File: src/rtl/aneg_pkg.sv
package aneg_pkg;
  typedef enum logic [1:0] {
    ST_OFF   = 2'b00,
    ST_BREAK = 2'b01,
    ST_NEG   = 2'b10,
    ST_DONE  = 2'b11
  } an_state_t;
endpackage

File: src/rtl/aneg_enable_gate.sv
// Arms the sequencer. Armed at once if the strap selects negotiation;
// otherwise armed only after the enable bit has been seen low.
module aneg_enable_gate (
  input  logic clk,
  input  logic rst_n,
  input  logic strap_an_en,
  input  logic an_enable,
  output logic armed
);
  logic init_q;
  logic armed_q;
  logic init_d;
  logic armed_d;

  always_comb begin
    init_d  = 1'b1;
    armed_d = armed_q;
    if (!init_q)
      armed_d = strap_an_en | ~an_enable;
    else if (!an_enable)
      armed_d = 1'b1;
  end

  always_ff @(posedge clk or negedge rst_n) begin
    if (!rst_n) begin
      init_q  <= 1'b0;
      armed_q <= 1'b0;
    end else begin
      init_q  <= init_d;
      armed_q <= armed_d;
    end
  end

  assign armed = armed_q & init_q;
endmodule

File: src/rtl/aneg_restart_latch.sv
// Self-clearing restart bit: set by a write, cleared when consumed.
module aneg_restart_latch (
  input  logic clk,
  input  logic rst_n,
  input  logic set_i,
  input  logic consume_i,
  output logic pend_o
);
  logic pend_q;
  logic pend_d;

  always_comb begin
    pend_d = pend_q;
    if (consume_i) pend_d = 1'b0;
    if (set_i)     pend_d = 1'b1;
  end

  always_ff @(posedge clk or negedge rst_n) begin
    if (!rst_n) pend_q <= 1'b0;
    else        pend_q <= pend_d;
  end

  assign pend_o = pend_q;
endmodule

File: src/rtl/aneg_break_timer.sv
// Down-counter for the break-link interval.
module aneg_break_timer #(
  parameter int unsigned CYCLES = 8
) (
  input  logic clk,
  input  logic rst_n,
  input  logic load_i,
  input  logic run_i,
  output logic zero_o
);
  localparam int unsigned CNT_W = (CYCLES > 1) ? $clog2(CYCLES) : 1;
  localparam logic [CNT_W-1:0] LOAD_VAL = CNT_W'(CYCLES - 1);

  logic [CNT_W-1:0] cnt_q;
  logic [CNT_W-1:0] cnt_d;
  logic             cnt_en;

  always_comb begin
    cnt_en = load_i | (run_i & (cnt_q != '0));
    cnt_d  = load_i ? LOAD_VAL : (cnt_q - 1'b1);
  end

  always_ff @(posedge clk or negedge rst_n) begin
    if (!rst_n)      cnt_q <= '0;
    else if (cnt_en) cnt_q <= cnt_d;
  end

  assign zero_o = (cnt_q == '0);
endmodule

File: src/rtl/aneg_restart_seq.sv
module aneg_restart_seq #(
  parameter int unsigned BREAK_CYCLES = 37_500_000
) (
  input  logic       clk,
  input  logic       rst_n,
  input  logic       strap_an_en,
  input  logic       an_enable,
  input  logic       restart_set,
  input  logic       link_ok,
  input  logic       an_done,
  output logic       tx_inhibit,
  output logic       flp_start,
  output logic       restart_bit,
  output logic [1:0] state_o
);
  import aneg_pkg::*;

  an_state_t st_q, st_d;
  logic      flp_q, flp_d;
  logic      armed;
  logic      pend;
  logic      tmr_load;
  logic      tmr_zero;

  aneg_enable_gate u_gate (
    .clk         (clk),
    .rst_n       (rst_n),
    .strap_an_en (strap_an_en),
    .an_enable   (an_enable),
    .armed       (armed)
  );

  // Every pending request is consumed the cycle after it is seen:
  // accepted when active, discarded when disabled.
  aneg_restart_latch u_rst_bit (
    .clk       (clk),
    .rst_n     (rst_n),
    .set_i     (restart_set),
    .consume_i (pend),
    .pend_o    (pend)
  );

  aneg_break_timer #(.CYCLES(BREAK_CYCLES)) u_timer (
    .clk    (clk),
    .rst_n  (rst_n),
    .load_i (tmr_load),
    .run_i  (st_q == ST_BREAK),
    .zero_o (tmr_zero)
  );

  always_comb begin
    st_d     = st_q;
    flp_d    = 1'b0;
    tmr_load = 1'b0;
    case (st_q)
      ST_OFF: begin
        if (armed) begin
          st_d  = ST_NEG;
          flp_d = 1'b1;
        end
      end
      ST_NEG: begin
        if (pend) begin
          st_d     = ST_BREAK;
          tmr_load = 1'b1;
        end else if (an_done) begin
          st_d = ST_DONE;
        end
      end
      ST_DONE: begin
        if (pend) begin
          st_d     = ST_BREAK;
          tmr_load = 1'b1;
        end else if (!link_ok) begin
          st_d  = ST_NEG;
          flp_d = 1'b1;
        end
      end
      ST_BREAK: begin
        if (pend) begin
          tmr_load = 1'b1;
        end else if (tmr_zero) begin
          st_d  = ST_NEG;
          flp_d = 1'b1;
        end
      end
      default: st_d = ST_OFF;
    endcase
    if (!an_enable) begin
      st_d     = ST_OFF;
      flp_d    = 1'b0;
      tmr_load = 1'b0;
    end
  end

  always_ff @(posedge clk or negedge rst_n) begin
    if (!rst_n) begin
      st_q  <= ST_OFF;
      flp_q <= 1'b0;
    end else begin
      st_q  <= st_d;
      flp_q <= flp_d;
    end
  end

  assign tx_inhibit  = (st_q == ST_BREAK);
  assign flp_start   = flp_q;
  assign restart_bit = pend;
  assign state_o     = st_q;
endmodule

File: config.mk
export PLATFORM = sky130hd
export DESIGN_NAME = aneg_restart_seq
export DESIGN_NICKNAME = d
export VERILOG_FILES = /design/src/rtl/aneg_pkg.sv /design/src/rtl/aneg_enable_gate.sv /design/src/rtl/aneg_restart_latch.sv /design/src/rtl/aneg_break_timer.sv /design/src/rtl/aneg_restart_seq.sv
export SDC_FILE = /design/constraint.sdc
export NUM_CORES = 1
export LEC_CHECK = 0
export CAP_MARGIN = 10
export CORE_UTILIZATION = 40
export CTS_CLUSTER_SIZE = 10
export DETAILED_ROUTE_END_ITERATION = 10
export DONT_BUFFER_PORTS = 1
export PLACE_DENSITY = 0.52
export SLEW_MARGIN = 20
export SYNTH_ARGS = -nofsm -noshare
export SYNTH_HDL_FRONTEND = slang
export SYNTH_HIERARCHICAL = 1
export SYNTH_SLANG_ARGS = --single-unit
File: constraint.sdc
create_clock -name clk -period 4.61 [get_ports clk]
set_input_delay 0.6915 -clock clk [delete_from_list [all_inputs] [get_ports clk]]
set_output_delay 0.6915 -clock clk [all_outputs]
set_load 0.05 [all_outputs]
# Word-level counts from Yosys, hierarchy flattened
# Index checks and enable logic that the tools add are counted.
[totals] output_inout_bits=5 elab_cells=49 reg_bits=32 input_bits=7
[op_classes] eq_ne=9 mux=23 addsub=1 bitwise_logic=5 n_reduce_logical=5
[op_table] cell="$logic_not 26->1" n=1
[op_table] cell="$mux 26" n=1
[op_table] cell="$reduce_bool 26->1" n=1
[op_table] cell="$sub 26x1->26 const B" n=1
[op_table] cell="$mux 2" n=8
[op_table] cell="$mux 1" n=12
[op_table] cell="$ne 3x3->1 const B" n=3
[op_table] cell="$ne 4x3->1 const B" n=2
[op_table] cell="$pmux 2 s4" n=1
[op_table] cell="$reduce_and 5->1" n=1
[op_table] cell="$eq 2x2->1 const B" n=2
[op_table] cell="$pmux 1 s3" n=1
[op_table] cell="$reduce_or 3->1" n=1
[op_table] cell="$and 1x1->1" n=2
[op_table] cell="$eq 2x1->1 const B" n=1
[op_table] cell="$logic_not 2->1" n=1
[op_table] cell="$ne 2x2->1 const B" n=1
[op_table] cell="$or 1x1->1" n=2
[op_table] cell="$not 1->1" n=1

# Longest topological paths before layout
# Gate-level depths: netlist (run 1).
[depth] word_depth=5 depth_mapped=9 ltp_nobuf=8

# Hierarchy
# The synthesis (run 1) kept the hierarchy.
[by_module_without_submodules] mod="aneg_break_timer" area_each_um2=1502.7 instances=1 seq_area_each_um2=650.6 cells_per_inst=150
[by_module_without_submodules] mod="aneg_restart_seq" area_each_um2=185.2 instances=1 seq_area_each_um2=75.1 cells_per_inst=17
[by_module_without_submodules] mod="aneg_enable_gate" area_each_um2=75.1 instances=1 seq_area_each_um2=50.0 cells_per_inst=6
[by_module_without_submodules] mod="aneg_restart_latch" area_each_um2=36.3 instances=1 seq_area_each_um2=25.0 cells_per_inst=3

# Worst setup path before layout (run 1)
# Ideal clock, no wire load.
[synth_timing] path_type="register to register" start="register st_q[0] (netlist: state_o[0])" end="register u_timer.cnt_q[20]" setup_ns=0.134 synth_period_minus_slack_ns=2.299 path_stages_with_launch=7 arrival_ns=2.165 n_path_buf=0 slack_ns=2.311 required_ns=4.476 path_cell_list="dfrtp_1 and2b_2 and4bb_2 a21boi_0 nand4_1 xor2_1 nand2_1"
[synth_via] elab_chain_len=5 word_cells_on_any_way=9 classes_between="eq/ne: 3; mux: 3; bitwise: 2; reduce/logical: 1"
[synth_rtl] element="start: declaration" line_no="aneg_restart_seq.sv:18" source="an_state_t st_q, st_d;"
[synth_rtl] element="start signal: assignment" line_no="aneg_restart_seq.sv:101" source="st_q <= st_d;"
[synth_rtl] element="$eq 2x1->1 *"
[synth_rtl] element="named net tx_inhibit" line_no="aneg_restart_seq.sv:11" source="output logic tx_inhibit,"
[synth_rtl] element="$reduce_or 3->1 (no source line)"
[synth_rtl] element="$mux 1"
[synth_rtl] element="$mux 1" line_no="aneg_restart_seq.sv:89" source="if (!an_enable) begin"
[synth_rtl] element="$mux 26 or $or 1x1->1 (tied branches)" line_no="aneg_break_timer.sv:20, aneg_break_timer.sv:19"
[synth_rtl] element="end signal: assignment" line_no="aneg_break_timer.sv:25" source="else if (cnt_en) cnt_q <= cnt_d;"
[synth_rtl] element="end: declaration" line_no="aneg_break_timer.sv:14" source="logic [CNT_W-1:0] cnt_q;"
# The timed path passes the listed nets; every way through them passes the cells marked *.
# A chain may end at the register's enable or synchronous reset.

# Worst setup path in the final report (run 1)
[layout_timing] start="register u_timer.cnt_q[0]" end="register flp_q (netlist: flp_start)"
[layout_via] elab_chain_len=5
[layout_rtl] element="$logic_not 26->1" line_no="aneg_break_timer.sv:28" source="assign zero_o = (cnt_q == '0);"
[layout_rtl] element="named net tmr_zero" line_no="aneg_restart_seq.sv:23" source="logic tmr_zero;"
[layout_rtl] element="$mux 1" line_no="aneg_restart_seq.sv:82" source="end else if (tmr_zero) begin"
[layout_rtl] element="$mux 1" line_no="aneg_restart_seq.sv:80" source="if (pend) begin"
[layout_rtl] element="$pmux 1 s3" line_no="aneg_restart_seq.sv:55" source="case (st_q)"
[layout_rtl] element="$mux 1" line_no="aneg_restart_seq.sv:89"
[layout_rtl] element="named net flp_d" line_no="aneg_restart_seq.sv:19" source="logic flp_q, flp_d;"
[layout_rtl] element="end signal: assignment" line_no="aneg_restart_seq.sv:102" source="flp_q <= flp_d;"
[layout_rtl] element="end: declaration" line_no="aneg_restart_seq.sv:19"
# The timed path passes the listed nets, and every way through them passes these cells.

==> results.cfg, run 1 <==
[status]
outcome = finished, final reports clean

[floorplan]
io_pins = 12
die_w_um = 69.07
start_util = 0.4161
die-area_sq_mm = 0.004770
num_rows = 24
fp.dieH_um = 69.07
core_area_sq_mm = 0.004324

[yosys]
synthArstFlopShare = 1.000
yosys_most_used_dff = dfrtp_1
yosys-mux-area-fraction = 0.02225
synthXorXnorAreaFrac = 0.04381
ys_types = 54
yosysSeqAreaShare = 0.4451
netlist_area_sq_mm = 0.001799
syn_nets = 184
synthAdderAreaFrac = 0.006954
ys_ff_latch = 32
yosys.area_share.simple = 0.3157
syn_avg_cell_area_sq_um = 10.22
synth_warnings = 6
synth_compound_area_frac = 0.1405
synth_edf_count = 0
synth_top_family_by_area = simple AND/OR/NAND/NOR gates
netlist_instances = 176

[power_and_ir_drop]
total_power_mw = 0.6310
clock_power_share = 0.365
pwr-share-seq = 0.530
share_comb_of_total_power = 0.105
swShare = 0.2675
p_per_area_mw_per_mm2 = 326.4
p_int_mw = 0.4621
p_leak_nw = 0.6770
ir_drop_mv = 0.1706
p_switching_mw = 0.1688

[clocking]
cts_buffers = 5
clock_latency_ns = 0.28
ctsHtreeMaxLevel = 2
clk_pin_slew_ns = 0.07
cts-root-buf = clkbuf_8
cts_tree = done
cts.sinks = 32
cts_max_path_buffers = 2
post_cts_buffers = 0
cts_resized = 0
postCtsHoldBufs = 0

[place]
hpwl_um = 2541
io_buffer_count = 0
place.gp.congestion = 0.8291
dp_cells = 223

[critical_path]
cp_max_fo = 13
slowest_delay_ns = 0.69
crit_arrival_ns = 2.80
endpoint_kind = flop
worstSetupPathType = flop to flop
critPathLaunchType = flop
crit_required_ns = 4.83
path_cells = inv_1 > ha_1 > nor4b_1 > nand3_2 > nor3_2 > nand2_1 > nor3_2 > o31a_1
crit_path_frequent_cell = nor3_2
crit_slowest_cell = nor3_2
r2r_cells = 8

[global_routing]
grt.overflow.total = 0
antenna_found_initial = 0
grt_pass1_vias = 1326
grt_max_degree = 33
grt_pass1_wl_um = 6513
grtUsageTotal = 0.1738

[sta]
period_share = 0.5602
setup-violations-final = 0
worst_slew_pin_slew_ns = 0.8196
fmax_mhz = 387.2
period_minus_slack_ns = 2.583
rsz0062_at_grt = false
slew_headroom = 0.4506
clock-skew-final_ns = 0.007613
tns_ns = 0
hold_viol_final = 0
slew_violations = 0

[detailed_routing]
vias_per_cell = 5.987
drt_iter0_drc = 68
avgRoutedWirePerCell_um = 16.11
met1_length_um = 1805
wl_met2_um = 1675
detail-route-antenna-nets = 0
vias = 1377
top_layer = met4
drt_wl_total_um = 3706
drc = 0
drtPass1Iterations = 4
route.met3.wl_um = 163

[run]
drv_cap = 0

[final_layout]
final_common_cell = dfrtp_1
drive_gt1_frac = 0.1517
synthToLayoutAreaGrowth_pct = 7.441
final_cell_mix = 32 x dfrtp_1, 16 x nand2_1, 11 x nor2_1
fin_cells = 230
fin_nets = 186
num_antenna_cells = 0

[min_path]
hold_class = input pin to async pin
[worst paths after layout]
check | startpoint | to | slack (ns)
worst max-delay path | u_timer/cnt_q[0] | flp_start | 2.03
worst min-delay path | rst_n | u_timer/cnt_q[10] | 0.10
worst max register to register | u_timer/cnt_q[0] | flp_start | 2.03
worst min register to register | u_gate/armed_q | u_gate/armed_q | 0.50
max in group asynchronous | rst_n | u_timer/cnt_q[22] | 4.43
min in group clk | an_enable | u_gate/armed_q | 0.48
[through the flow]
step	util	hold slack (ns)	cell area (sq um)	setup slack, ns
floorplan	-	0.3959	1799	2.311
global placement	0.4248	0.3969	1837	2.140
detailed placement	0.4248	0.3971	1837	2.028
CTS	0.4470	0.08940	1933	2.013
global route	0.4470	0.08131	1933	1.720
finish	0.4470	0.1011	1933	2.027
[Yosys cell counts, types with 4 or more instances]
library cell	n	area, sq um
nor3_1	4	20.02
nand3_1	5	25.02
mux2i_1	4	40.04
o21ai_0	4	20.02
dfrtp_1	32	800.8
xnor2_1	4	35.03
nor4_1	5	31.28
nand2_1	16	60.06
or4_1	5	37.54
nor2_1	11	41.29
inv_1	4	15.01
or3_1	8	50.05
a21oi_1	8	40.04
o31ai_1	4	30.03
nor3_2	4	40.04
xor2_1	5	43.79
[critical path: cells and delay by family (launching register included)]
family / cells / cell delay, ns
AND/OR/NAND/NOR: 5 / 1.68
flip-flops: 1 / 0.39
adder cells (fa/ha/maj): 1 / 0.20
AO/OA/AOI/OAI: 1 / 0.15
buffers and inverters: 1 / 0.10
[layout make-up]
cell class | count | area (sq um)
clock buffers | 7 | 96.34
fillers | 422 | 2391
inverters | 4 | 15.01
multi-input cells | 135 | 955.9
flip-flops and latches | 32 | 800.8
well taps | 52 | 65.06
[registers in the layout, summed over array words and instances (netlist names)]
name              flops
u_gate/armed_q        1
flp_start             1
u_gate/init_q         1
u_timer/cnt_q        26
state_o               2
u_rst_bit/pend_o      1
[cell families after synthesis]
| kind of cell | Yosys count |
|---|---|
| fa+ha+maj | 1 |
| flops | 32 |
| compound gates | 35 |
| mux | 4 |
| xor+xnor | 9 |
| simple gates | 85 |
| other cells | 1 |
| buf+inv | 9 |
[power groups by stage]
stage	combinational (mW)	sequential, mW	clock [mW]
after detailed placement	0.0655	0.339	0
after global routing	0.0754	0.337	0.252
after global placement	0.0641	0.338	0
after floorplan	0.0562	0.334	0
after CTS	0.0662	0.334	0.237
final	0.0663	0.335	0.230
[metal layers]
layer | up-vias | GRT usage
met1 | 678 | 0.2394
li1 | 663 | -
met5 | - | 0
met2 | 31 | 0.2589
met4 | 0 | 0.06122
met3 | 5 | 0.05263
Note: power is estimated with default switching activity, not from simulation.
==> inputs of run 2 (changes only) <==
--- a/config.mk
+++ b/config.mk
@@ -10,7 +10,7 @@
 export CTS_CLUSTER_SIZE = 10
 export DETAILED_ROUTE_END_ITERATION = 10
 export DONT_BUFFER_PORTS = 1
-export PLACE_DENSITY = 0.52
+export PLACE_DENSITY = 0.54
 export SLEW_MARGIN = 20
 export SYNTH_ARGS = -nofsm -noshare
 export SYNTH_HDL_FRONTEND = slang
==> constraint.sdc (replaced) <==
create_clock -name clk -period 2.2 [get_ports clk]
set_input_delay 0.33 -clock clk [delete_from_list [all_inputs] [get_ports clk]]
set_output_delay 0.33 -clock clk [all_outputs]
set_load 0.05 [all_outputs]
==> results.cfg, run 2 (synthesis results as in run 1) <==
[power_and_ir_drop]
p_leak_nw = 0.7530
ir_drop_mv = 0.3261
p_per_area_mw_per_mm2 = 683.8

[final_layout]
fillers = 413
largest_reg_flops = 26
synthToLayoutAreaGrowth_pct = 15.30
final_cell_mix = 30 x dfrtp_1, 16 x nand2_1, 12 x buf_4
fin_nets = 200
regMostFlops = u_timer/cnt_q
final_common_cell = dfrtp_1
drive_gt1_frac = 0.2228
num_antenna_cells = 0
utilization = 0.4797

[critical_path]
worst_path_dominant_cell_family = simple AND/OR/NAND/NOR gates
path_cells = and2b_4 > and4bb_2 > a21boi_0 > nand4_1 > xor2_1 > nor2_1
cp_max_fo = 6
r2r-start = state_o[1]
r2r_cells = 6
crit_arrival_ns = 2.17
crit_slowest_cell = dfrtp_2
worstSetupPathType = flop to flop
critPathLaunchType = flop
endpoint_kind = flop
slowest_delay_ns = 0.52
cp.depth = 6
cp.buffers_inverters = 0
crit_start = state_o[1]
crit_required_ns = 2.34

[clocking]
clock_latency_ns = 0.28
cts.sinks = 32
post_cts_buffers = 0
cts_tree = done
cts_max_path_buffers = 2
ctsHtreeMaxLevel = 2
clk_pin_slew_ns = 0.07
cts_buffers = 5
cts-root-buf = clkbuf_8

[global_routing]
grt_max_degree = 33
grtUsageTotal = 0.1764
antenna_found_initial = 0
grt_pass1_vias = 1538
grt_pass1_wl_um = 6699
grt.overflow.total = 0

[detailed_routing]
drt_wl_total_um = 3746
avgRoutedWirePerCell_um = 15.29
detail-route-antenna-nets = 0
vias = 1439
drtPass1Iterations = 4
drt_iter0_drc = 62
vias_per_cell = 5.873
drc = 0

[sta]
clock-skew-final_ns = 0.004707
setup-violations-final = 0
fmax_mhz = 494.7
slew_violations = 0
period_share = 0.9188
period_minus_slack_ns = 2.021
rsz0062_at_grt = false
hold_viol_final = 0
tns_ns = 0

[floorplan]
die_w_um = 69.07
die-area_sq_mm = 0.004770
core_area_sq_mm = 0.004324
fp.dieH_um = 69.07
io_pins = 12
num_rows = 24
start_util = 0.4161

[run]
drv_cap = 0

[min_path]
min_from = an_enable
hold_depth = 1
hold_class = input pin to flop

[place]
place.gp.congestion = 0.8395
io_buffer_count = 0
hpwl_um = 2729

[status]
outcome = finished, final reports clean
[run 2: layout make-up]
cell class                 count  area [sq um]  share of cell area
clock inverter                 2         35.03             0.01689
clock buffer                   6         72.57             0.03498
tap                           52         65.06             0.03136
inverter                       4         15.01            0.007238
sequential                    32         803.3              0.3872
timing repair buffer          14         120.1             0.05790
multi-input combinational    135         963.4              0.4644
[run 2: worst paths after layout]
path | to | slack, ns
setup / recovery | u_timer/cnt_q[22] | 0.18
hold / removal | u_gate/armed_q | 0.11
setup reg to reg | u_timer/cnt_q[22] | 0.18
hold reg to reg | u_gate/armed_q | 0.50
max in group asynchronous | state_o[1] | 1.52
min in group asynchronous | u_timer/cnt_q[5] | 0.50
[run 2: stage by stage]
stage / cell area (sq um) / setup slack [ns] / std cells / hold WS (ns) / power (mW)
after floorplan: 1803 / 0.1121 / 176 / 0.03441 / 0.8190
after global placement: 1931 / 0.1955 / 235 / 0.03537 / 0.8589
after detailed placement: 1931 / 0.1283 / 235 / 0.03545 / 0.8678
after CTS: 2068 / 0.09857 / 245 / 0.1049 / 1.438
after global routing: 2074 / 0.03468 / 245 / 0.1000 / 1.492
final: 2074 / 0.1787 / 245 / 0.1144 / 1.418
[run 2: worst reg2reg max path, delay by kind of cell, from the launching register on]
kind                      cells  cell delay (ns)
and+or+nand+nor               4             0.81
AOI/OAI and AO/OA             1             0.38
DFF                           1             0.52
xor gates and xnor gates      1             0.17
[run 2: layer usage]
layer	vias up	global-route usage	part of all wire
met5	-	0	0
li1	690	-	-
met4	0	0.06122	0.013
met1	720	0.2006	0.45
met2	24	0.3172	0.51
met3	5	0.04532	0.029
[run 2: repair_timing]
action,4_1_cts,5_1_grt
resized for setup,0,1
endpoints found under the hold margin,32,0
setup endpoints to repair,0,17
hold buffers,2,0
[run 2: where the power goes]
part | leakage (nW) | switching [mW] | internal [mW]
sequential | 0.363 | 0.0575 | 0.630
combinational | 0.334 | 0.109 | 0.0803
clock | 0.0552 | 0.207 | 0.336
